===== src/rtl/loc_arb_pkg.sv =====
package loc_arb_pkg;

  localparam int CLS_W = 4;

  typedef enum logic [CLS_W-1:0] {
    CLS_STATUS     = 4'd0,
    CLS_IRQ_EN     = 4'd1,
    CLS_IRQ_VEC    = 4'd2,
    CLS_IRQ_STAT   = 4'd3,
    CLS_IRQ_CAP    = 4'd4,
    CLS_ACCESS     = 4'd5,
    CLS_FIFO       = 4'd6,
    CLS_CONFIG     = 4'd7,
    CLS_HASH_START = 4'd8,
    CLS_HASH_DATA  = 4'd9,
    CLS_HASH_END   = 4'd10
  } reg_cls_e;

  // How the requesting locality stands against the current owner
  typedef enum logic [1:0] {
    REL_FREE  = 2'd0,
    REL_OWNER = 2'd1,
    REL_OTHER = 2'd2,
    REL_BAD   = 2'd3
  } loc_rel_e;

endpackage


===== src/rtl/loc_relation.sv =====
module loc_relation
  import loc_arb_pkg::*;
#(
  parameter int LOC_W   = 3,
  parameter int NUM_LOC = 5
) (
  input  logic [LOC_W-1:0] loc,
  input  logic             owner_valid,
  input  logic [LOC_W-1:0] owner_loc,
  output loc_rel_e         rel
);

  localparam logic [LOC_W-1:0] LAST_LOC = LOC_W'(NUM_LOC - 1);

  always_comb begin
    if (loc > LAST_LOC)          rel = REL_BAD;
    else if (!owner_valid)       rel = REL_FREE;
    else if (loc == owner_loc)   rel = REL_OWNER;
    else                         rel = REL_OTHER;
  end

endmodule


===== src/rtl/loc_rights.sv =====
module loc_rights
  import loc_arb_pkg::*;
#(
  parameter int CW = CLS_W
) (
  input  loc_rel_e        rel,
  input  logic [CW-1:0]   cls,
  input  logic            write,
  input  logic            data_avail,
  output logic            allow,
  output logic            wr_en,
  output logic            clr
);

  logic is_owner;
  logic is_known;

  assign is_owner = (rel == REL_OWNER);
  assign is_known = (rel != REL_BAD);

  always_comb begin
    allow = 1'b0;
    if (is_known) begin
      case (reg_cls_e'(cls))
        CLS_STATUS:                          allow = is_owner;
        CLS_IRQ_EN, CLS_IRQ_VEC, CLS_CONFIG: allow = write ? is_owner : 1'b1;
        CLS_IRQ_STAT:                        allow = write ? is_owner : 1'b1;
        CLS_IRQ_CAP:                         allow = !write;
        CLS_ACCESS:                          allow = 1'b1;
        CLS_FIFO:                            allow = is_owner && (write || data_avail);
        CLS_HASH_START:                      allow = write && (rel == REL_FREE);
        CLS_HASH_DATA, CLS_HASH_END:         allow = write && is_owner;
        default:                             allow = 1'b0;
      endcase
    end
  end

  always_comb begin
    clr   = allow && write && (cls == CLS_IRQ_STAT);
    wr_en = allow && write && (cls != CLS_IRQ_STAT);
  end

endmodule


===== src/rtl/loc_owner_reg.sv =====
module loc_owner_reg
  import loc_arb_pkg::*;
#(
  parameter int LOC_W    = 3,
  parameter int HASH_LOC = 4,
  parameter int CW       = CLS_W
) (
  input  logic             clk,
  input  logic             rst_n,
  input  logic             wr_done,
  input  logic [CW-1:0]    cls,
  input  loc_rel_e         rel,
  input  logic [LOC_W-1:0] loc,
  input  logic             req_use,
  input  logic             req_release,
  output logic             owner_valid,
  output logic [LOC_W-1:0] owner_loc
);

  localparam logic [LOC_W-1:0] SEIZE_LOC = LOC_W'(HASH_LOC);

  logic             valid_d;
  logic [LOC_W-1:0] loc_d;
  logic             upd_en;

  always_comb begin
    valid_d = owner_valid;
    loc_d   = owner_loc;
    if (wr_done) begin
      case (reg_cls_e'(cls))
        CLS_HASH_START: begin
          valid_d = 1'b1;
          loc_d   = SEIZE_LOC;
        end
        CLS_HASH_END: valid_d = 1'b0;
        CLS_ACCESS: begin
          if (req_release && rel == REL_OWNER) begin
            valid_d = 1'b0;
          end else if (req_use && rel == REL_FREE) begin
            valid_d = 1'b1;
            loc_d   = loc;
          end
        end
        default: ;
      endcase
    end
  end

  assign upd_en = wr_done;

  always_ff @(posedge clk or negedge rst_n) begin
    if (!rst_n) begin
      owner_valid <= 1'b0;
      owner_loc   <= '0;
    end else if (upd_en) begin
      owner_valid <= valid_d;
      owner_loc   <= loc_d;
    end
  end

endmodule


===== src/rtl/locality_arbiter.sv =====
module locality_arbiter
  import loc_arb_pkg::*;
#(
  parameter int LOC_W    = 3,
  parameter int NUM_LOC  = 5,
  parameter int HASH_LOC = 4
) (
  input  logic             clk,
  input  logic             rst_n,
  input  logic             acc_valid,
  input  logic [LOC_W-1:0] acc_loc,
  input  logic [CLS_W-1:0] acc_class,
  input  logic             acc_write,
  input  logic             data_avail,
  input  logic             req_use,
  input  logic             req_release,
  output logic             acc_accept,
  output logic             acc_abort,
  output logic             reg_wr_en,
  output logic             int_clear,
  output logic             owner_valid,
  output logic [LOC_W-1:0] owner_loc
);

  loc_rel_e rel;
  logic     allow;
  logic     rw_en;
  logic     rclr;
  logic     wr_done;

  loc_relation #(.LOC_W(LOC_W), .NUM_LOC(NUM_LOC)) u_rel (
    .loc         (acc_loc),
    .owner_valid (owner_valid),
    .owner_loc   (owner_loc),
    .rel         (rel)
  );

  loc_rights #(.CW(CLS_W)) u_rights (
    .rel        (rel),
    .cls        (acc_class),
    .write      (acc_write),
    .data_avail (data_avail),
    .allow      (allow),
    .wr_en      (rw_en),
    .clr        (rclr)
  );

  assign acc_accept = acc_valid && allow;
  assign acc_abort  = acc_valid && !allow;
  assign reg_wr_en  = acc_valid && rw_en;
  assign int_clear  = acc_valid && rclr;
  assign wr_done    = acc_accept && acc_write;

  loc_owner_reg #(.LOC_W(LOC_W), .HASH_LOC(HASH_LOC), .CW(CLS_W)) u_owner (
    .clk         (clk),
    .rst_n       (rst_n),
    .wr_done     (wr_done),
    .cls         (acc_class),
    .rel         (rel),
    .loc         (acc_loc),
    .req_use     (req_use),
    .req_release (req_release),
    .owner_valid (owner_valid),
    .owner_loc   (owner_loc)
  );

endmodule


===== config.mk =====
export PLATFORM = sky130hd
export DESIGN_NAME = locality_arbiter
export DESIGN_NICKNAME = d
export VERILOG_FILES = /design/src/rtl/loc_arb_pkg.sv /design/src/rtl/loc_relation.sv /design/src/rtl/loc_rights.sv /design/src/rtl/loc_owner_reg.sv /design/src/rtl/locality_arbiter.sv
export SDC_FILE = /design/constraint.sdc
export NUM_CORES = 1
export LEC_CHECK = 0
export BUFFER_PORTS_ARGS = -buffer_cell sky130_fd_sc_hd__buf_2
export CAP_MARGIN = 20
export CELL_PAD_IN_SITES_DETAIL_PLACEMENT = 0
export CELL_PAD_IN_SITES_GLOBAL_PLACEMENT = 1
export CORE_MARGIN = 1
export CORE_UTILIZATION = 31
export DETAILED_ROUTE_END_ITERATION = 10
export PLACE_DENSITY = 0.82
export SLEW_MARGIN = 5
export SYNTH_ARGS = -nofsm -noshare
export SYNTH_HDL_FRONTEND = slang
export SYNTH_SLANG_ARGS = --single-unit

===== constraint.sdc =====
create_clock -name clk -period 2.97 [get_ports clk]
set_input_delay 0.891 -clock clk [delete_from_list [all_inputs] [get_ports clk]]
set_output_delay 0.891 -clock clk [all_outputs]
set_load 0.02 [all_outputs]

==> run summary <==
Post-synthesis sequential area ratio - 21.7%
VDD IR max - 183 µV
Commonest non-fill, non-tap cell in the layout - buf_4
WHS - 0.457 ns
HP Class - primary input to asynchronous set/reset pin
Diodes inserted - 0
Vias/cell - 5.02
Number of global-route vias before repair - 441
Tot GR Track Use - 17.2%
Worst EP required - 2.08 ns
Finish-stage setup viols - 4
Worst skew pair latency - 0.23 ns
H-tree depth - 1
Crit path from - acc_class[0]
Status - finished, violations left
Critical path startpoint category - primary input
Largest net degree at the start of global routing - 9
XOR/XNOR Fraction of Synth Area - 1.90%
Routed WL - 1340 µm
Sink Count - 4
Mux share of post-synthesis cell area - 5.43%
Largest family of logic cells by synthesized area - simple AND/OR/NAND/NOR gates
R2R depth - 8
Ports - 22
Leak - 0.409 nW
End of the worst register-to-register path - u_owner.owner_valid$_DFFE_PN0P_
RSZ-0062 raised after global routing - yes
Critical Path AT - 2.19 ns
Slew Limit Fails - 0
Setup WS post-layout - -0.115 ns
Die width - 40.5 µm
CTS tree - done
Nets - 113
Die Y-Extent - 40.5 µm
Design Power - 0.227 mW
Area growth syn-to-layout - 78.8%
Wirelength per Cell - 12.0 µm
Clock tree buffer depth - 2
Mapped cell area - 460 µm²
Starting Density - 34.5%
Share of the synthesized area in the top cell type - 21.7%
Mean Syn Cell Area - 8.85 µm²
Initial antenna violation count - 0
Hold-fix buffers, CTS - 0
Post-route clock period utilization - 104%
Fraction of the mapped netlist area in simple logic gates - 34.8%
Fillers - 130
Fin. Hold Viols - 0
DR pass1 iterations - 4
Seq cells post-synth - 4
Most frequent cells in the layout - buf_4, buf_2, nand2_1
FF-to-FF setup slack - 1.05 ns
Most area-hungry cell type in the Yosys netlist - dfrtp_1
RePlAce Congestion - 0.812
Fraction of layout cells with a size suffix above 1 - 63.9%
Yosys cell types - 37
Syn Inst Count - 52
Die area - 1640 µm²
Crit path time final - 3.08 ns
Max-Cap Viols - 0
Cts bufs inserted - 3
Compound-Gate Fraction of Synth Area - 33.7%
Root buf cell - clkbuf_4
First-pass GRT wire length - 1840 µm
Crit-path max FO - 5
Port Buffer Count - 21
Fmax - 0.324 GHz
Number of synthesis warnings - 0
Core area - 1330 µm²
Failing checks - setup timing
Power Density - 276 nW/µm²
Post-route ant nets - 0
DP HPWL - 1030 µm
Synth Area in Adders - 0%
Worst slew margin - 72.6%
Worst reg2reg path startpoint - u_owner.owner_loc[0]$_DFFE_PN0P_
DRT iter0 DRCs - 5
Pre-CTS setup slack - -0.169 ns
Setup TNS - -0.418 ns
Clock Pin Slew Worst Setup and Hold Paths - 0.03 ns
Endpoint class of the critical path - output pin
WS Path Type - primary input to output pin
Worst Tran Pin Value - 0.406 ns
Drc violations - 0
Synth top area cells - dfrtp_1, a221oi_4, nand2_1, nor3_1, o21ai_0
Via count - 562
Worst Skew - 0.000492 ns
Row cnt - 13
Total grt overflow - 0
Syn nets - 66
==> stage by stage <==
step / instances / area, µm² / util (%)
after floorplan: 52 / 477 / -
after CTS: 111 / 798 / 59.8
after detailed placement: 106 / 736 / 55.2
after global routing: 112 / 823 / 61.7
after global placement: 106 / 736 / 55.2
final: 112 / 823 / 61.7
==> layout make-up <==
class | instances | area [µm²] | area share, %
clock buffers | 3 | 22.5 | 2.74
repair buffers | 42 | 285 | 34.7
inverters | 3 | 11.3 | 1.37
multi-input cells | 45 | 385 | 46.8
well taps | 15 | 18.8 | 2.28
flip-flops and latches | 4 | 100 | 12.2
==> cell usage after synthesis <==
master	count
nand2_1	5
dfrtp_1	4
inv_1	3
nor2_1	3
nor3_1	3
o21ai_0	3
a211oi_1	1
a21bo_2	1
a21oi_1	1
a221o_2	1
a221oi_4	1
a31oi_1	1
a32oi_1	1
a41o_1	1
and2b_1	1
and2b_2	1
and3_2	1
and4bb_2	1
mux2_4	1
mux2i_1	1
nand2b_1	1
nand3_2	1
nand3b_1	1
nand4_2	1
nor2_2	1
nor2b_1	1
nor3b_1	1
o2111a_1	1
o211a_1	1
o21ai_2	1
o21bai_1	1
o31ai_1	1
o32a_1	1
or2b_1	1
or2b_2	1
or3_1	1
xnor2_1	1
==> registers in the layout, indices dropped and copies added (netlist names) <==
name / cells
u_owner.owner_valid: 1
u_owner.owner_loc: 3
==> worst max path at each step <==
stage,to,slack [ns]
floorplan,acc_abort,-0.0007
global placement,reg_wr_en,-0.14
detailed placement,int_clear,-0.17
CTS,reg_wr_en,-0.10
global route,reg_wr_en,-0.17
finish,reg_wr_en,-0.11
==> critical path, stage by stage <==
cell	delay, ns
buf_8	0.10
and2b_1	0.20
nor2_1	0.04
o211a_1	0.21
a221o_2	0.42
nand3_4	0.11
nor3b_2	0.05
buf_4	0.15
==> power by group <==
part | total (mW) | switching, mW | internal (mW) | leakage [nW]
Combinational | 0.0993 | 0.0469 | 0.0524 | 0.345
Sequential | 0.0637 | 0.00432 | 0.0594 | 0.0505
Clock | 0.0639 | 0.0189 | 0.0450 | 0.0138
==> cells by family (layout without fill, tap and decap cells) <==
group	count (synthesis)	count (layout)
XOR/XNOR	1	1
AND/OR/NAND/NOR	25	25
buffers and inverters	3	48
AO/OA/AOI/OAI	17	17
multiplexers	2	2
flip-flops	4	4
==> layer usage <==
metal	part of all wire (%)	global-route usage [%]
met1	49	23.4
met2	49	28.2
met3	1.7	0
met4	0	7.50
met5	0	0
==> what timing repair did <==
item / in CTS / in global routing
resized for setup: 7 / 5
pin swaps: 7 / 6
setup endpoints to repair: 4 / 4
buffers inserted: 2 / 1
hold endpoints to repair: 0 / 0
(Power assumes the default switching activity.)
